$ cat src/rtl/idr_pkg.sv
package idr_pkg;
   typedef enum logic [2:0] {
      DM_FIXED  = 3'b000,
      DM_LOWEST = 3'b001,
      DM_SMI    = 3'b010,
      DM_NMI    = 3'b100,
      DM_INIT   = 3'b101,
      DM_START  = 3'b110,
      DM_EXT    = 3'b111
   } dmode_e;

   typedef enum logic [1:0] {
      SH_NONE    = 2'd0,
      SH_SELF    = 2'd1,
      SH_ALL     = 2'd2,
      SH_OTHERS  = 2'd3
   } short_e;

   localparam logic [3:0] FMT_FLAT    = 4'hF;
   localparam logic [3:0] FMT_CLUSTER = 4'h0;
   localparam logic [7:0] DEST_BCAST  = 8'hFF;
endpackage

$ cat src/rtl/idr_pick.sv
module idr_pick #(
   parameter int N     = 8,
   parameter int STYLE = 0
) (
   input  logic [N-1:0] vec_in,
   output logic [N-1:0] vec_out
);
   generate
      if (STYLE == 0) begin : g_arith
         assign vec_out = vec_in & (~vec_in + N'(1));
      end else begin : g_chain
         logic [N:0] seen;
         assign seen[0] = 1'b0;
         for (genvar i = 0; i < N; i++) begin : g_bit
            assign vec_out[i]  = vec_in[i] & ~seen[i];
            assign seen[i+1]   = seen[i] | vec_in[i];
         end
      end
   endgenerate
endmodule

$ cat src/rtl/idr_table.sv
module idr_table #(
   parameter int N     = 8,
   parameter int IDX_W = $clog2(N)
) (
   input  logic                clk,
   input  logic                rst_n,
   input  logic                we,
   input  logic [IDX_W-1:0]    idx,
   input  logic                present_in,
   input  logic [7:0]          phys_in,
   input  logic [7:0]          log_in,
   input  logic [3:0]          fmt_in,
   output logic [N-1:0]        present,
   output logic [N-1:0][7:0]   phys_id,
   output logic [N-1:0][7:0]   log_dest,
   output logic [N-1:0][3:0]   fmt
);
   for (genvar i = 0; i < N; i++) begin : g_ent
      always_ff @(posedge clk or negedge rst_n) begin
         if (!rst_n) begin
            present[i]  <= 1'b0;
            phys_id[i]  <= '0;
            log_dest[i] <= '0;
            fmt[i]      <= '0;
         end else if (we && idx == IDX_W'(i)) begin
            present[i]  <= present_in;
            phys_id[i]  <= phys_in;
            log_dest[i] <= log_in;
            fmt[i]      <= fmt_in;
         end
      end
   end
endmodule

$ cat src/rtl/idr_match.sv
module idr_match
   import idr_pkg::*;
#(
   parameter int N          = 8,
   parameter int IDX_W      = $clog2(N),
   parameter int PICK_STYLE = 0
) (
   input  logic [N-1:0]        present,
   input  logic [N-1:0][7:0]   phys_id,
   input  logic [N-1:0][7:0]   log_dest,
   input  logic [N-1:0][3:0]   fmt,
   input  logic [7:0]          dest,
   input  logic                logical,
   input  logic [1:0]          short,
   input  logic [IDX_W-1:0]    src,
   output logic [N-1:0]        sel
);
   logic [N-1:0] phys_hit, phys_one, log_hit, alive, src_oh;

   for (genvar i = 0; i < N; i++) begin : g_unit
      logic flat_ok, clus_ok;
      assign phys_hit[i] = present[i] && (phys_id[i] == dest);
      assign flat_ok     = (fmt[i] == FMT_FLAT) && ((dest & log_dest[i]) != 8'h00);
      assign clus_ok     = (fmt[i] == FMT_CLUSTER)
                        && (dest[7:4] == log_dest[i][7:4])
                        && ((dest[3:0] & log_dest[i][3:0]) != 4'h0);
      if (i == 0) begin : g_first
         assign alive[i] = present[i];
      end else begin : g_rest
         assign alive[i] = alive[i-1] & present[i];
      end
      assign log_hit[i] = alive[i] & (flat_ok | clus_ok);
      assign src_oh[i]  = (src == IDX_W'(i));
   end

   idr_pick #(.N(N), .STYLE(PICK_STYLE)) u_phys_pick (
      .vec_in  (phys_hit),
      .vec_out (phys_one)
   );

   always_comb begin
      unique case (short_e'(short))
         SH_SELF:   sel = src_oh;
         SH_ALL:    sel = '1;
         SH_OTHERS: sel = ~src_oh;
         default: begin
            if (logical)                  sel = log_hit;
            else if (dest == DEST_BCAST)  sel = '1;
            else                          sel = phys_one;
         end
      endcase
   end
endmodule

$ cat src/rtl/idr_resolver.sv
module idr_resolver
   import idr_pkg::*;
#(
   parameter int N          = 8,
   parameter int IDX_W      = $clog2(N),
   parameter int PICK_STYLE = 0
) (
   input  logic              clk,
   input  logic              rst_n,
   input  logic              tbl_we,
   input  logic [IDX_W-1:0]  tbl_idx,
   input  logic              tbl_present,
   input  logic [7:0]        tbl_phys_id,
   input  logic [7:0]        tbl_log_dest,
   input  logic [3:0]        tbl_fmt,
   input  logic              req_valid,
   input  logic [7:0]        req_dest,
   input  logic              req_logical,
   input  logic [1:0]        req_short,
   input  logic [2:0]        req_mode,
   input  logic              req_level,
   input  logic              req_trig,
   input  logic [IDX_W-1:0]  req_src,
   output logic              res_valid,
   output logic [N-1:0]      res_mask,
   output logic              sync_pulse,
   output logic [N-1:0]      sync_mask
);
   if (N < 2 || N > 256) begin : g_bad_n
      $error("idr_resolver: N must be in 2..256");
   end
   if (IDX_W < $clog2(N)) begin : g_bad_w
      $error("idr_resolver: IDX_W too narrow for N");
   end
   if (PICK_STYLE != 0 && PICK_STYLE != 1) begin : g_bad_pick
      $error("idr_resolver: PICK_STYLE must be 0 or 1");
   end

   logic [N-1:0]        t_present;
   logic [N-1:0][7:0]   t_phys, t_log;
   logic [N-1:0][3:0]   t_fmt;
   logic [N-1:0]        sel_now, low_one;
   logic [N-1:0]        s1_sel;
   logic                s1_v, s1_low, s1_init;
   logic                init_deassert;

   idr_table #(.N(N), .IDX_W(IDX_W)) u_table (
      .clk        (clk),
      .rst_n      (rst_n),
      .we         (tbl_we),
      .idx        (tbl_idx),
      .present_in (tbl_present),
      .phys_in    (tbl_phys_id),
      .log_in     (tbl_log_dest),
      .fmt_in     (tbl_fmt),
      .present    (t_present),
      .phys_id    (t_phys),
      .log_dest   (t_log),
      .fmt        (t_fmt)
   );

   idr_match #(.N(N), .IDX_W(IDX_W), .PICK_STYLE(PICK_STYLE)) u_match (
      .present  (t_present),
      .phys_id  (t_phys),
      .log_dest (t_log),
      .fmt      (t_fmt),
      .dest     (req_dest),
      .logical  (req_logical),
      .short    (req_short),
      .src      (req_src),
      .sel      (sel_now)
   );

   assign init_deassert = (dmode_e'(req_mode) == DM_INIT) && !req_level && req_trig;

   always_ff @(posedge clk or negedge rst_n) begin
      if (!rst_n) begin
         s1_v    <= 1'b0;
         s1_sel  <= '0;
         s1_low  <= 1'b0;
         s1_init <= 1'b0;
      end else begin
         s1_v <= req_valid;
         if (req_valid) begin
            s1_sel  <= sel_now;
            s1_low  <= (dmode_e'(req_mode) == DM_LOWEST);
            s1_init <= init_deassert;
         end
      end
   end

   idr_pick #(.N(N), .STYLE(PICK_STYLE)) u_low_pick (
      .vec_in  (s1_sel),
      .vec_out (low_one)
   );

   always_ff @(posedge clk or negedge rst_n) begin
      if (!rst_n) begin
         res_valid  <= 1'b0;
         res_mask   <= '0;
         sync_pulse <= 1'b0;
         sync_mask  <= '0;
      end else begin
         res_valid  <= s1_v;
         sync_pulse <= s1_v && s1_init;
         if (s1_v) begin
            res_mask  <= s1_init ? '0 : (s1_low ? low_one : s1_sel);
            sync_mask <= s1_init ? s1_sel : '0;
         end
      end
   end
endmodule

$ cat config.mk
export PLATFORM = sky130hd
export DESIGN_NAME = idr_resolver
export DESIGN_NICKNAME = d
export VERILOG_FILES = /design/src/rtl/idr_pkg.sv /design/src/rtl/idr_pick.sv /design/src/rtl/idr_table.sv /design/src/rtl/idr_match.sv /design/src/rtl/idr_resolver.sv
export SDC_FILE = /design/constraint.sdc
export NUM_CORES = 1
export LEC_CHECK = 0
export BUFFER_PORTS_ARGS = -buffer_cell sky130_fd_sc_hd__buf_2
export CAP_MARGIN = 20
export CORE_ASPECT_RATIO = 0.7
export CORE_MARGIN = 1
export CORE_UTILIZATION = 55
export CTS_CLUSTER_DIAMETER = 120
export DETAILED_ROUTE_END_ITERATION = 8
export PLACE_DENSITY = 0.79
export SLEW_MARGIN = 20
export SYNTH_ARGS = -nofsm -noshare
export SYNTH_HDL_FRONTEND = slang
export SYNTH_SLANG_ARGS = --single-unit
$ cat constraint.sdc
create_clock -name clk -period 2.7 [get_ports clk]
set_clock_uncertainty 0.05 [all_clocks]
set_input_delay 0.27 -clock clk [delete_from_list [all_inputs] [get_ports clk]]
set_output_delay 0.27 -clock clk [all_outputs]
set_load 0.05 [all_outputs]
==> results.py <==
metrics = {
    "status": {
        "outcome": "complete, no violations",
    },
    "sta": {
        "clock.fmax_mhz": 463.1,
        "rsz0062_at_grt": "no",
        "setup_tns_ns": 0,
        "setup_violations": 0,
        "hold_viol": 0,
        "relSlewSlack_pct": 51.03,
        "maxSlewViolCount": 0,
        "fin_crit_ns": 2.159,
        "min_period_over_period_pct": 79.98,
        "tightest_slew_ns": 0.7345,
    },
    "synthesis": {
        "synth_area_um2": 9509,
        "synthFlopType": "dfrtp_1",
        "yosys.area.top_type": "dfrtp_1",
        "synthCells": 738,
        "synth_top_area_share_pct": 51.84,
        "synth-seq-cells": 197,
        "async_reset_ff_share_pct": 100.0,
        "ys_warn_count": 0,
        "yosysSeqAreaShare_pct": 51.84,
        "synthDistinctLibCells": 54,
        "synth_fp_nets": 817,
        "yosys-top-cells-area": "dfrtp_1 52%, mux2_2 20%, xnor2_1 5.7%",
        "synth_common_cells": "197 x dfrtp_1, 169 x mux2_2, 62 x xnor2_1",
        "synth_edf_count": 0,
        "avgSynthCellArea_um2": 12.88,
        "synth_most_common_cell": "dfrtp_1",
    },
    "floorplanning": {
        "initial_utilization_pct": 57.32,
        "core_area_um2": 16590,
        "die-area_um2": 17830,
        "io_pins": 65,
        "die_h_um": 112.0,
        "die_x_um": 159.2,
        "rows": 39,
    },
    "setup_path": {
        "worstPathMaxFanout": 2,
        "r2r-end": "s1_sel[6]",
        "arrival_ns": 2.47,
        "path_cells": "ha_1, or4_1, o21ai_0, nand4_1, and3b_1, a21oi_1",
        "cp-start-kind": "register",
        "critPathKind": "reg -> reg",
        "r2r_setup_slack_ns": 0.54,
        "r2r-start": "u_table.log_dest[53]",
        "worst_setup_path_end_kind": "register",
        "crit_end": "s1_sel[6]",
        "rr_worst_depth": 6,
        "slowest_stage": "or4_1",
        "cpPeakStageDelay_ns": 0.52,
        "required_ns": 3.01,
        "cp-startpoint": "u_table.log_dest[53]",
    },
    "global_route": {
        "grt_usage_pct": 26.96,
        "first_global_vias": 6676,
        "overflow": 0,
        "antenna_found_initial": 0,
        "grt_pass1_wl_um": 36500,
        "grt_max_degree": 89,
    },
    "power_and_ir_drop": {
        "p_leak_nw": 4.475,
        "power_density_nw_per_um2": 743.4,
        "peakVddDrop_mv": 0.4774,
    },
    "place": {
        "place_congestion": 0.8838,
        "place_inst": 1010,
        "dp_hpwl_um": 15910,
        "io_buffers": 64,
    },
    "drt": {
        "vias": 6477,
        "drtIter0Drc": 449,
        "ant_nets": 0,
        "via_per_inst": 6.210,
        "drt_wl_total_um": 22650,
        "drt-pass1-iter-count": 5,
        "wl_per_cell_um": 21.72,
        "drc": 0,
    },
    "clock_tree": {
        "root_buffer": "clkbuf_16",
        "cts_tree": "done",
        "cts_htree_levels": 4,
        "clock_latency_ns": 0.44,
        "numCtsBuffers": 17,
        "clk_pin_slew_worst_paths_ns": 0.07,
        "cts.path.max_buffers": 2,
        "clock-sinks": 197,
    },
    "final_layout": {
        "antenna_cells": 0,
        "drive_gt1_share_pct": 36.06,
        "finalNetCount": 884,
        "area_growth_syn_to_layout_pct": 11.86,
        "stdcell_count": 1043,
    },
    "flow_run": {
        "max_cap_violations": 0,
    },
    "worst_hold_path": {
        "hold_path_class": "in -> reg",
    },
}
[worst min-delay path by stage]
| stage | from | to | cells after the start |
|---|---|---|---|
| global placement | rst_n | u_table.phys_id[13] | 1 |
| finish | req_level | s1_init | 3 |
| global route | req_level | s1_init | 3 |
| CTS | req_level | s1_init | 3 |
| floorplan | rst_n | res_mask[0] | 0 |
| detailed placement | rst_n | u_table.phys_id[15] | 1 |
[worst max-delay path, delay by kind of cell, from the launching register on]
family | cells | cell delay, ns
AO/OA/AOI/OAI | 2 | 0.43
flip-flops | 1 | 0.40
AND/OR/NAND/NOR | 3 | 0.94
adder cells (fa/ha/maj) | 1 | 0.26
[sequential cells by signal (all words and copies together), names as in the netlist]
name,count
u_table.present,8
u_table.fmt,32
s1_v,1
res_mask,8
s1_sel,8
sync_mask,8
u_table.phys_id,64
u_table.log_dest,64
res_valid,1
sync_pulse,1
s1_init,1
s1_low,1
[cell type report]
class	instances	area, um2
sequential	197	4930
clock buffer	17	425.4
clock inverter	15	122.6
inverter	10	37.54
tap	225	281.5
multi-input combinational	496	4340
fill	1250	5954
timing repair buffer	83	499.2
[layer usage]
layer / up-vias / track usage (%) / routed length [um]
li1: 2858 / - / -
met1: 3412 / 37.72 / 10560
met2: 178 / 42.75 / 10610
met3: 29 / 5.285 / 1141
met4: 0 / 8.718 / 340
met5: - / 0 / 0
[what timing repair did]
action                                 CTS  global route
resized for setup                        0             0
hold buffers                             1             0
buffers inserted                         0             0
endpoints found under the hold margin   84             0
[report_power, final]
part           leakage, nW  switching [W]  total (W)  internal, W
clock                0.262        0.00119    0.00240      0.00120
sequential            2.38       0.000420    0.00396      0.00354
combinational         1.83       0.000742    0.00155     0.000807
[metrics by stage]
stage	hold WS [ns]	total power, W	instance area (um2)	setup WS, ns	utilization, %
finish	0.05076	0.007907	10640	0.5406	64.11
global route	0.05304	0.008279	10640	0.4538	64.11
CTS	0.03641	0.007928	10640	0.5584	64.11
detailed placement	0.3219	0.005551	10080	0.3255	60.75
global placement	0.3154	0.005411	10080	0.4489	60.75
floorplan	-0.07559	0.004993	9509	0.8977	-
[logic make-up (layout without fill, tap and decap cells)]
group | after synthesis | count (layout) | synth area share, %
xor+xnor | 71 | 71 | 6.540
flops | 197 | 197 | 51.84
mux | 169 | 169 | 20.01
buf+inv | 45 | 125 | 2.723
compound gates | 78 | 78 | 5.697
simple gates | 146 | 146 | 8.974
fa+ha+maj | 32 | 32 | 4.210
[cells in the final DEF, fill, tap and decap left out, drive strengths merged, types with 2 or more instances in the layout]
cell type,Yosys,final
a21oi,7,7
a221oi,3,3
a22o,4,4
a22oi,10,10
a31oi,4,4
a32o,3,3
and4,5,5
buf,31,81
clkbuf,4,18
clkinv,1,6
clkinvlp,0,4
dfrtp,197,197
ha,32,32
inv,9,15
mux2,169,169
nand2,23,23
nand2b,3,3
nand3,20,20
nand4,20,20
nand4b,6,6
nor2,12,12
nor2b,4,4
nor3,16,16
nor3b,4,4
nor4,15,15
nor4b,2,2
o211ai,7,7
o21ai,23,23
o22ai,2,2
o2bb2ai,4,4
o41ai,4,4
or4,10,10
xnor2,62,62
xor2,9,9
(Power assumes the default switching activity.)
